--- src/rtl/wst_pkg.sv ---
package wst_pkg;

  // Kind of the access in flight, latched on acceptance.
  typedef enum logic [1:0] {
    ACC_CPU_RD = 2'd0,
    ACC_CPU_WR = 2'd1,
    ACC_DMA_RD = 2'd2,
    ACC_DMA_WR = 2'd3
  } acc_kind_e;

  // Region boundaries of the bank/page decode.
  localparam logic [7:0] PG_IO_LO_END   = 8'h1F;
  localparam logic [7:0] PG_FAST_A_END  = 8'h3F;
  localparam logic [7:0] PG_XSLOW_END   = 8'h41;
  localparam logic [7:0] PG_FAST_B_END  = 8'h5F;
  localparam logic [7:0] PG_SLOW_HI_END = 8'h7F;

endpackage

--- src/rtl/wst_region_decode.sv ---
module wst_region_decode #(
  parameter int unsigned SPD_W     = 4,
  parameter int unsigned FAST_CLK  = 6,
  parameter int unsigned SLOW_CLK  = 8,
  parameter int unsigned XSLOW_CLK = 12
) (
  input  logic [7:0]       bank,
  input  logic [7:0]       page,
  input  logic             fast_en,
  output logic [SPD_W-1:0] cost
);
  import wst_pkg::*;

  localparam logic [SPD_W-1:0] C_FAST  = SPD_W'(FAST_CLK);
  localparam logic [SPD_W-1:0] C_SLOW  = SPD_W'(SLOW_CLK);
  localparam logic [SPD_W-1:0] C_XSLOW = SPD_W'(XSLOW_CLK);

  logic [SPD_W-1:0] rom_cost;   // ROM area that follows the fast-ROM enable
  logic             upper_half; // banks 0x80..0xFF
  logic             data_bank;  // banks 0x40..0x7F or 0xC0..0xFF

  assign rom_cost   = fast_en ? C_FAST : C_SLOW;
  assign upper_half = bank[7];
  assign data_bank  = bank[6];

  always_comb begin
    cost = C_SLOW;
    if (data_bank) begin
      cost = upper_half ? rom_cost : C_SLOW;
    end else if (page[7]) begin
      cost = upper_half ? rom_cost : C_SLOW;
    end else if (page <= PG_IO_LO_END) begin
      cost = C_SLOW;
    end else if (page <= PG_FAST_A_END) begin
      cost = C_FAST;
    end else if (page <= PG_XSLOW_END) begin
      cost = C_XSLOW;
    end else if (page <= PG_FAST_B_END) begin
      cost = C_FAST;
    end else if (page <= PG_SLOW_HI_END) begin
      cost = C_SLOW;
    end
  end

endmodule

--- src/rtl/wst_cycle_counter.sv ---
module wst_cycle_counter #(
  parameter int unsigned CNT_W    = 4,
  parameter int unsigned STEP_CLK = 2
) (
  input  logic             clk,
  input  logic             rst_n,
  input  logic             load,
  input  logic [CNT_W-1:0] load_val,
  output logic [CNT_W-1:0] remain
);
  localparam logic [CNT_W-1:0] STEP = CNT_W'(STEP_CLK);

  logic [CNT_W-1:0] rem_q;
  logic [CNT_W-1:0] rem_d;
  logic             rem_en;

  // Next state: a load wins; otherwise the count drains by one step per cycle.
  always_comb begin
    rem_en = load || (rem_q != '0);
    rem_d  = rem_q;
    if (load) begin
      rem_d = load_val;
    end else if (rem_q >= STEP) begin
      rem_d = rem_q - STEP;
    end else if (rem_q != '0) begin
      rem_d = '0;
    end
  end

  always_ff @(posedge clk or negedge rst_n) begin
    if (!rst_n) begin
      rem_q <= '0;
    end else if (rem_en) begin
      rem_q <= rem_d;
    end
  end

  assign remain = rem_q;

endmodule

--- src/rtl/wst_phase_strobe.sv ---
module wst_phase_strobe #(
  parameter int unsigned CNT_W    = 4,
  parameter int unsigned STEP_CLK = 2,
  parameter int unsigned LEAD_CLK = 4
) (
  input  logic [CNT_W-1:0]      remain,
  input  wst_pkg::acc_kind_e    kind,
  output logic                  ready,
  output logic                  sample
);
  import wst_pkg::*;

  localparam logic [CNT_W-1:0] STEP = CNT_W'(STEP_CLK);
  localparam logic [CNT_W-1:0] LEAD = CNT_W'(LEAD_CLK);

  logic last_or_idle;

  assign last_or_idle = (remain <= STEP);
  assign ready        = last_or_idle;

  always_comb begin
    sample = 1'b0;
    unique case (kind)
      ACC_CPU_RD: sample = (remain == LEAD);
      ACC_DMA_RD: sample = (remain == STEP);
      ACC_CPU_WR,
      ACC_DMA_WR: sample = 1'b0;
      default:    sample = 1'b0;
    endcase
  end

endmodule

--- src/rtl/wst_timer.sv ---
module wst_timer #(
  parameter int unsigned FAST_CLK  = 6,
  parameter int unsigned SLOW_CLK  = 8,
  parameter int unsigned XSLOW_CLK = 12,
  parameter int unsigned DMA_CLK   = 4,
  parameter int unsigned LEAD_CLK  = 4,
  parameter int unsigned STEP_CLK  = 2,
  parameter int unsigned SPD_W     = $clog2(XSLOW_CLK + 1)
) (
  input  logic             clk,
  input  logic             rst_n,
  input  logic             req_valid,
  input  logic             req_write,
  input  logic             req_dma,
  input  logic             fast_rom,
  input  logic [15:0]      acc_page,
  output logic             ready,
  output logic [SPD_W-1:0] speed,
  output logic             sample
);
  import wst_pkg::*;

  localparam logic [SPD_W-1:0] C_SLOW = SPD_W'(SLOW_CLK);
  localparam logic [SPD_W-1:0] C_DMA  = SPD_W'(DMA_CLK);

  // Reset: asserted asynchronously, released on a clock edge.
  logic rst_meta;
  logic rst_q;

  always_ff @(posedge clk or negedge rst_n) begin
    if (!rst_n) begin
      rst_meta <= 1'b0;
      rst_q    <= 1'b0;
    end else begin
      rst_meta <= 1'b1;
      rst_q    <= rst_meta;
    end
  end

  // Region cost for the presented address.
  logic [SPD_W-1:0] region_cost;

  wst_region_decode #(
    .SPD_W     (SPD_W),
    .FAST_CLK  (FAST_CLK),
    .SLOW_CLK  (SLOW_CLK),
    .XSLOW_CLK (XSLOW_CLK)
  ) u_decode (
    .bank    (acc_page[15:8]),
    .page    (acc_page[7:0]),
    .fast_en (fast_rom),
    .cost    (region_cost)
  );

  logic             rdy_int;
  logic             accept;
  logic [SPD_W-1:0] load_cost;
  logic [SPD_W-1:0] remain;

  assign accept    = req_valid && rdy_int && rst_q;
  assign load_cost = req_dma ? C_DMA : region_cost;

  wst_cycle_counter #(
    .CNT_W    (SPD_W),
    .STEP_CLK (STEP_CLK)
  ) u_count (
    .clk      (clk),
    .rst_n    (rst_q),
    .load     (accept),
    .load_val (load_cost),
    .remain   (remain)
  );

  // Access kind and speed registers.
  acc_kind_e        kind_q, kind_d;
  logic [SPD_W-1:0] spd_q, spd_d;
  logic             kind_en;
  logic             spd_en;

  always_comb begin
    kind_en = accept;
    kind_d  = acc_kind_e'({req_dma, req_write});
    spd_en  = accept && !req_dma;
    spd_d   = region_cost;
  end

  always_ff @(posedge clk or negedge rst_q) begin
    if (!rst_q) begin
      kind_q <= ACC_CPU_RD;
    end else if (kind_en) begin
      kind_q <= kind_d;
    end
  end

  always_ff @(posedge clk or negedge rst_q) begin
    if (!rst_q) begin
      spd_q <= C_SLOW;
    end else if (spd_en) begin
      spd_q <= spd_d;
    end
  end

  wst_phase_strobe #(
    .CNT_W    (SPD_W),
    .STEP_CLK (STEP_CLK),
    .LEAD_CLK (LEAD_CLK)
  ) u_strobe (
    .remain (remain),
    .kind   (kind_q),
    .ready  (rdy_int),
    .sample (sample)
  );

  assign ready = rdy_int;
  assign speed = spd_q;

endmodule

--- config.mk ---
export PLATFORM = sky130hd
export DESIGN_NAME = wst_timer
export DESIGN_NICKNAME = d
export VERILOG_FILES = /design/src/rtl/wst_pkg.sv /design/src/rtl/wst_region_decode.sv /design/src/rtl/wst_cycle_counter.sv /design/src/rtl/wst_phase_strobe.sv /design/src/rtl/wst_timer.sv
export SDC_FILE = /design/constraint.sdc
export NUM_CORES = 1
export LEC_CHECK = 0
export ABC_CLOCK_PERIOD_IN_PS = 1400
export BUFFER_PORTS_ARGS = -buffer_cell sky130_fd_sc_hd__clkbuf_2
export CAP_MARGIN = 25
export CORE_MARGIN = 2
export CORE_UTILIZATION = 48
export CTS_BUF_LIST = sky130_fd_sc_hd__clkbuf_8
export CTS_CLUSTER_DIAMETER = 200
export DETAILED_ROUTE_END_ITERATION = 10
export GPL_ROUTABILITY_DRIVEN = 0
export GPL_TIMING_DRIVEN = 0
export PLACE_DENSITY = 0.84
export SETUP_SLACK_MARGIN = 0.02
export SLEW_MARGIN = 10
export SYNTH_ARGS = -nofsm -noshare
export SYNTH_HDL_FRONTEND = slang
export SYNTH_HIERARCHICAL = 1
export SYNTH_SLANG_ARGS = --single-unit
--- constraint.sdc ---
create_clock -name clk -period 1.4 [get_ports clk]
set_input_delay 0.07 -clock clk [delete_from_list [all_inputs] [get_ports clk]]
set_output_delay 0.07 -clock clk [all_outputs]
set_load 0.05 [all_outputs]
# --- After elaboration in Yosys (flattened, before gate mapping) ---
# Cells that the tools add are included.
word_totals:
  latchBits: 0
  elab_cells: 40
  inputBits: 22
  ramBits: 0
  n_memories: 0
  regBits: 12
  rom_bits: 0
  output_inout_bits: 6
op_classes:
  n_shift: 0
  muxes: 13
  n_mul: 0
  bitwise: 0
  n_addsub: 1
  reduce_logical: 10
  n_eq_ne: 5
  div: 0
  n_lt_le_gt_ge: 6
op_table:
  columns: ["cell", "n"]
  rows:
  - ["two-way mux 4 bit", 12]
  - ["<= comparator 8 x 7 -> 1 bit, second input constant", 2]
  - ["<= comparator 8 x 5 -> 1 bit, second input constant", 1]
  - ["<= comparator 8 x 6 -> 1 bit, second input constant", 1]
  - ["equality test 2 bit, second input constant", 2]
  - ["equality test 4 x 2 -> 1 bit, second input constant", 1]
  - ["equality test 4 x 3 -> 1 bit, second input constant", 1]
  - [">= comparator 4 x 2 -> 1 bit, second input constant", 1]
  - ["<= comparator 4 x 2 -> 1 bit, second input constant", 1]
  - ["nonzero test 4 bit", 1]
  - ["subtractor 4 x 2 -> 4 bit, second input constant", 1]
  - ["logical AND 1 bit", 3]
  - ["one-hot mux 1 bit (3 select lines)", 1]
  - ["nonzero test 3 bit", 1]
  - ["equality test 2 x 1 -> 1 bit, second input constant", 1]
  - ["logical NOT 2 bit", 1]
  - ["AND reduction 2 bit", 1]
  - ["OR reduction 2 bit", 1]
  - ["logical NOT 1 bit", 1]
  - ["logical OR 1 bit", 1]

# --- Logic depth before layout (Yosys ltp) ---
depth:
  depth_word: 9
  ltp_mapped: 6
  mapped_depth_nobuf: 6

# --- Hierarchy ---
# Netlist, hierarchy kept.
modules_own_cells:
  columns: ["mod", "seq_area_each_um2", "area_per_inst_um2", "cells_each", "n_inst"]
  rows:
  - ["wst_timer", 201.4, 340.3, 21, 1]
  - ["wst_cycle_counter", 100.1, 198.9, 21, 1]
  - ["wst_region_decode", 0.0, 73.8, 12, 1]
  - ["wst_phase_strobe", 0.0, 38.8, 4, 1]

# --- Worst setup path before layout ---
# Ideal clock, no wire load.
synth_timing:
  path_kind: "flip-flop to flip-flop"
  startpoint: "register u_count.rem_q[3] (netlist: u_count/remain[3])"
  endpoint: "register kind_q[0]"
  period_less_slack_ns: 2.818
  setup_ns: 0.125
  setup_slack_ns: -1.418
  t_required_ns: 1.275
  n_path_buf: 0
  stages_incl_launch_ff: 4
  arrival_ns: 2.693
  path_cell_list: "dfrtp_1 a211oi_1 and3_4 mux2_2"
synth_via:
  elab_chain_cells: 3
synth_lines:
  columns: ["element", "line", "rtl"]
  rows:
  - ["from (decl)", "wst_cycle_counter.sv:13", "logic [CNT_W-1:0] rem_q;"]
  - ["from (signal assigned)", "wst_cycle_counter.sv:34", "rem_q <= rem_d;"]
  - ["<= comparator 4 x 2 -> 1 bit", "wst_phase_strobe.sv:18", "assign last_or_idle = (remain <= STEP);"]
  - ["named net ready", "wst_timer.sv:17", "output logic ready,"]
  - ["logical AND 1 bit (2 in a row)", "wst_timer.sv:60", "assign accept = req_valid && rdy_int && rst_q;"]
  - ["named net accept", "wst_timer.sv:56", "logic accept;"]
  - ["to (signal assigned)", "wst_timer.sv:91", "kind_q <= kind_d;"]
  - ["to (decl)", "wst_timer.sv:75", "acc_kind_e kind_q, kind_d;"]
# The timed path passes the listed nets, and every way through them passes these cells.
# A chain may end at the register's enable or synchronous reset.

# --- Final worst setup path ---
layout_timing:
  startpoint: "register kind_q[1]"
  endpoint: "output port sample"
layout_via:
  elab_chain_cells: 3
  elab_cells_between_ends: 6
  cone_classes: "eq/ne (3); mux (1); reduce/logical (2)"
layout_lines:
  columns: ["element", "line", "rtl"]
  rows:
  - ["equality test 2 x 1 -> 1 bit / equality test 2 bit (equally long branches)", "wst_phase_strobe.sv:23", "unique case (kind)"]
  - ["OR reduction 2 bit", "wst_phase_strobe.sv:23", null]
  - ["one-hot mux 1 bit (3 select lines) (*)", "wst_phase_strobe.sv:23", null]
  - ["to (decl)", "wst_timer.sv:19", "output logic sample"]
# Mark *: on every way between the ends. The rest lies on a longest branch, timed or not.

==> reports/results.tsv <==
stage	metric	value	unit
floorplan	I/O pin total	28	
yosys	Post-synth EDFFs	0	
yosys	Synth warnings	6	
routing	Detailed Routing Iterations Pass 1	4	
power_and_ir_drop	switching share of power	40.4	%
clock_network	clock buffer count from CTS	3	
floorplan	full die area	1670	um2
worst_setup_path	max incr delay on CP	0.41	ns
power_and_ir_drop	Sequential Power Share	28.3	%
floorplan	Die H	40.9	um
layout	Layout area overhead	54.3	%
floorplan	Core ar.	1280	um2
timing	Slew @ Worst Pin	0.549	ns
layout	layout cells sized above 1	68.1	%
layout	Sequential Area	305	um2
timing	fmax	0.612	GHz
yosys	Syn Area/Cell	11.2	um2
routing	final WL	1.57	mm
clock_network	CTS tree	built	
yosys	synthesized flop and latch total	12	
worst_setup_path	crit path max-delay cell type	or3b_4	
yosys	cell count after synthesis	58	
power_and_ir_drop	PwrDens	2290	nW/um2
global_route	global-route wire length before repair	2.19	mm
job	max-cap viol count	0	
timing	Final Max Tran Viols	0	
routing	Final ANT Viol Nets	0	
power_and_ir_drop	Worst VDD drop	1.61	mV
worst_setup_path	Worst Setup End Kind	primary output	
worst_setup_path	Critical Path, Cell by Cell	or3b_4, a2111oi_4, clkbuf_8	
routing	routed via count	556	
global_route	largest net degree at the start of global routing	13	
power_and_ir_drop	Leak	0.474	nW
routing	vias per cell	5.25	
clock_network	CTS H-tree lvls	1	
power_and_ir_drop	total power	2.31	mW
timing	Fin. Hold Viols	0	
global_route	vias in the first global route	500	
place	# port buffers	20	
clock_network	CTS max path bufs	2	
layout	nets	115	
yosys	Seq/Total Area, Yosys	46.3	%
power_and_ir_drop	NetSw	932	uW
timing	Slew HR	63.4	%
power_and_ir_drop	Power Internal	1.38	mW
clock_network	clock transition at the registers of the reported paths	0.05	ns
floorplan	initial cell density of the core	50.7	%
routing	DRC Markers	0	
timing	Final min period	1.63	ns
global_route	initial antenna violation count	0	
timing	fin crit share	117	%
clock_network	clk sinks	12	
worst_setup_path	WP buf/inv	1	
layout	Util after Layout	78.3	%
yosys	Primary FF master, synth	dfrtp_1	
timing	RSZ-0062 raised after global routing	yes	
place	dpl hpwl	976	um
timing	Clock Skews	0.00202	ns
run_status	failing checks	negative setup slack	
power_and_ir_drop	Clock Power Share	15.9	%
clock_network	Root Buffer	clkbuf_8	
routing	DRT iter0 DRCs	14	
worst_setup_path	Req. time, crit path	1.33	ns
global_route	Overall Global Routing Usage	21.4	%
layout	multi-input logic area	394	um2
yosys	Mapped Area	652	um2
worst_setup_path	CP Max Fanout	2	
worst_setup_path	Crit path arrival time	1.56	ns
worst_setup_path	crit path kind	flop to primary output	
yosys	Synth cell types	30	
worst_setup_path	startpoint type of the worst setup path	flop	
run_status	status	finished with violations	
yosys	Post-Syn Nets	81	
timing	final setup vio count	11	
global_route	total global routing overflow	0	
routing	drt wl/cell	14.8	um
floorplan	die width	40.9	um
power_and_ir_drop	combinational share of power	55.9	%
yosys	ys async rst share	100	%
clock_network	clk_lat worst skew	0.24	ns
timing	Final WS setup	-0.234	ns
layout	final antenna diode count	0	
worst_setup_path	CP delay by family, top	simple AND/OR/NAND/NOR gates	
layout	Filler cells	83	
hold_path	HP Class	primary input to flop	
floorplan	# rows	13	
[worst paths after layout]
| path | cells past startpoint | endpoint | from | slack [ns] |
|---|---|---|---|---|
| setup / recovery | 3 | sample | kind_q[1] | -0.23 |
| min in group asynchronous | 2 | rst_q | rst_n | 0.16 |
| hold / removal | 2 | kind_q[0] | req_write | 0.07 |
| setup reg to reg | 4 | kind_q[1] | u_count/remain[2] | -0.13 |
| hold reg to reg | 0 | speed[1] | rst_q | 0.22 |
| max in group asynchronous | 0 | u_count/remain[2] | rst_q | 0.78 |
[cells in the final DEF (no fill, tap or decap), types with 2 or more instances in the layout]
master,Yosys,final
nand2_1,4,2
clkbuf_2,0,18
and2b_2,3,3
o21ai_0,3,2
nor2_1,2,2
buf_6,0,4
dfrtp_1,11,8
inv_1,2,2
clkbuf_8,0,5
nor2b_1,3,2
nand2_2,0,2
buf_4,1,5
mux2_4,0,2
mux2_2,6,4
a21oi_2,1,2
conb_1,2,2
dfrtp_2,0,3
[metrics by stage]
step           TNS (ns)  hold slack [ns]  worst slack [ns]  cells  cell area [um2]
5_1_grt           -1.73           0.0720            -0.271    106             1010
3_5_place_dp     -0.428           -0.140            -0.135     93              810
6_report          -1.04           0.0700            -0.234    106             1010
2_1_floorplan     -3.38           -0.226            -0.457     58              691
4_1_cts          -0.870           0.0655            -0.249    104              961
3_3_place_gp     -0.393           -0.145            -0.128     93              810
[registers in the layout, indices dropped and copies added (netlist names)]
| register | flops |
|---|---|
| u_count/remain | 4 |
| rst_meta | 1 |
| rst_q | 1 |
| kind_q | 2 |
| speed | 4 |
[synth_stat cells (2+ instances only)]
cell	n	area share, %
dfrtp_1	11	42
mux2_2	6	10
nand2_1	4	2.3
and2b_2	3	4.0
nor2b_1	3	2.9
o21ai_0	3	2.3
conb_1	2	1.2
inv_1	2	1.2
nor2_1	2	1.2
o31ai_1	2	2.3
[power by group through the flow]
stage | Clock (mW) | Sequential [mW] | Combinational (mW)
4_1_cts | 0.382 | 0.644 | 1.16
6_report | 0.366 | 0.652 | 1.29
5_1_grt | 0.391 | 0.670 | 1.37
3_3_place_gp | 0 | 0.677 | 0.859
2_1_floorplan | 0 | 0.861 | 0.516
3_5_place_dp | 0 | 0.688 | 0.872
[area by class of cell]
type / count / share of cell area (%)
plain buffers: 1 / 0.746
repair buffers: 29 / 21.3
well taps: 15 / 1.87
flip-flops and latches: 12 / 30.3
multi-input cells: 42 / 39.2
inverters: 3 / 1.12
clock buffers: 4 / 5.47
[logic make-up (layout without fill, tap and decap cells)]
family | count (synthesis) | after routing | synth area share, %
simple gates | 21 | 21 | 23.6
compound gates | 12 | 12 | 13.8
flops | 12 | 12 | 46.3
mux | 6 | 6 | 10.4
buf+inv | 4 | 37 | 2.88
other cells | 2 | 2 | 1.15
fa+ha+maj | 1 | 1 | 1.92
[repair_timing]
item	4_1_cts	5_1_grt
pin swaps	3	3
buffers inserted	6	2
setup endpoints to repair	9	12
gates resized for setup	9	8
hold endpoints to repair	2	0
hold buffers	1	0
[per-layer routing]
layer | vias up | track usage, % | part of all wire, %
met3 | 3 | 4.89 | 4.4
met4 | 0 | 10.0 | 0.89
met2 | 24 | 36.7 | 56
li1 | 265 | - | -
met5 | - | 0 | 0
met1 | 264 | 24.7 | 38
Note: power is estimated with default switching activity, not from simulation.
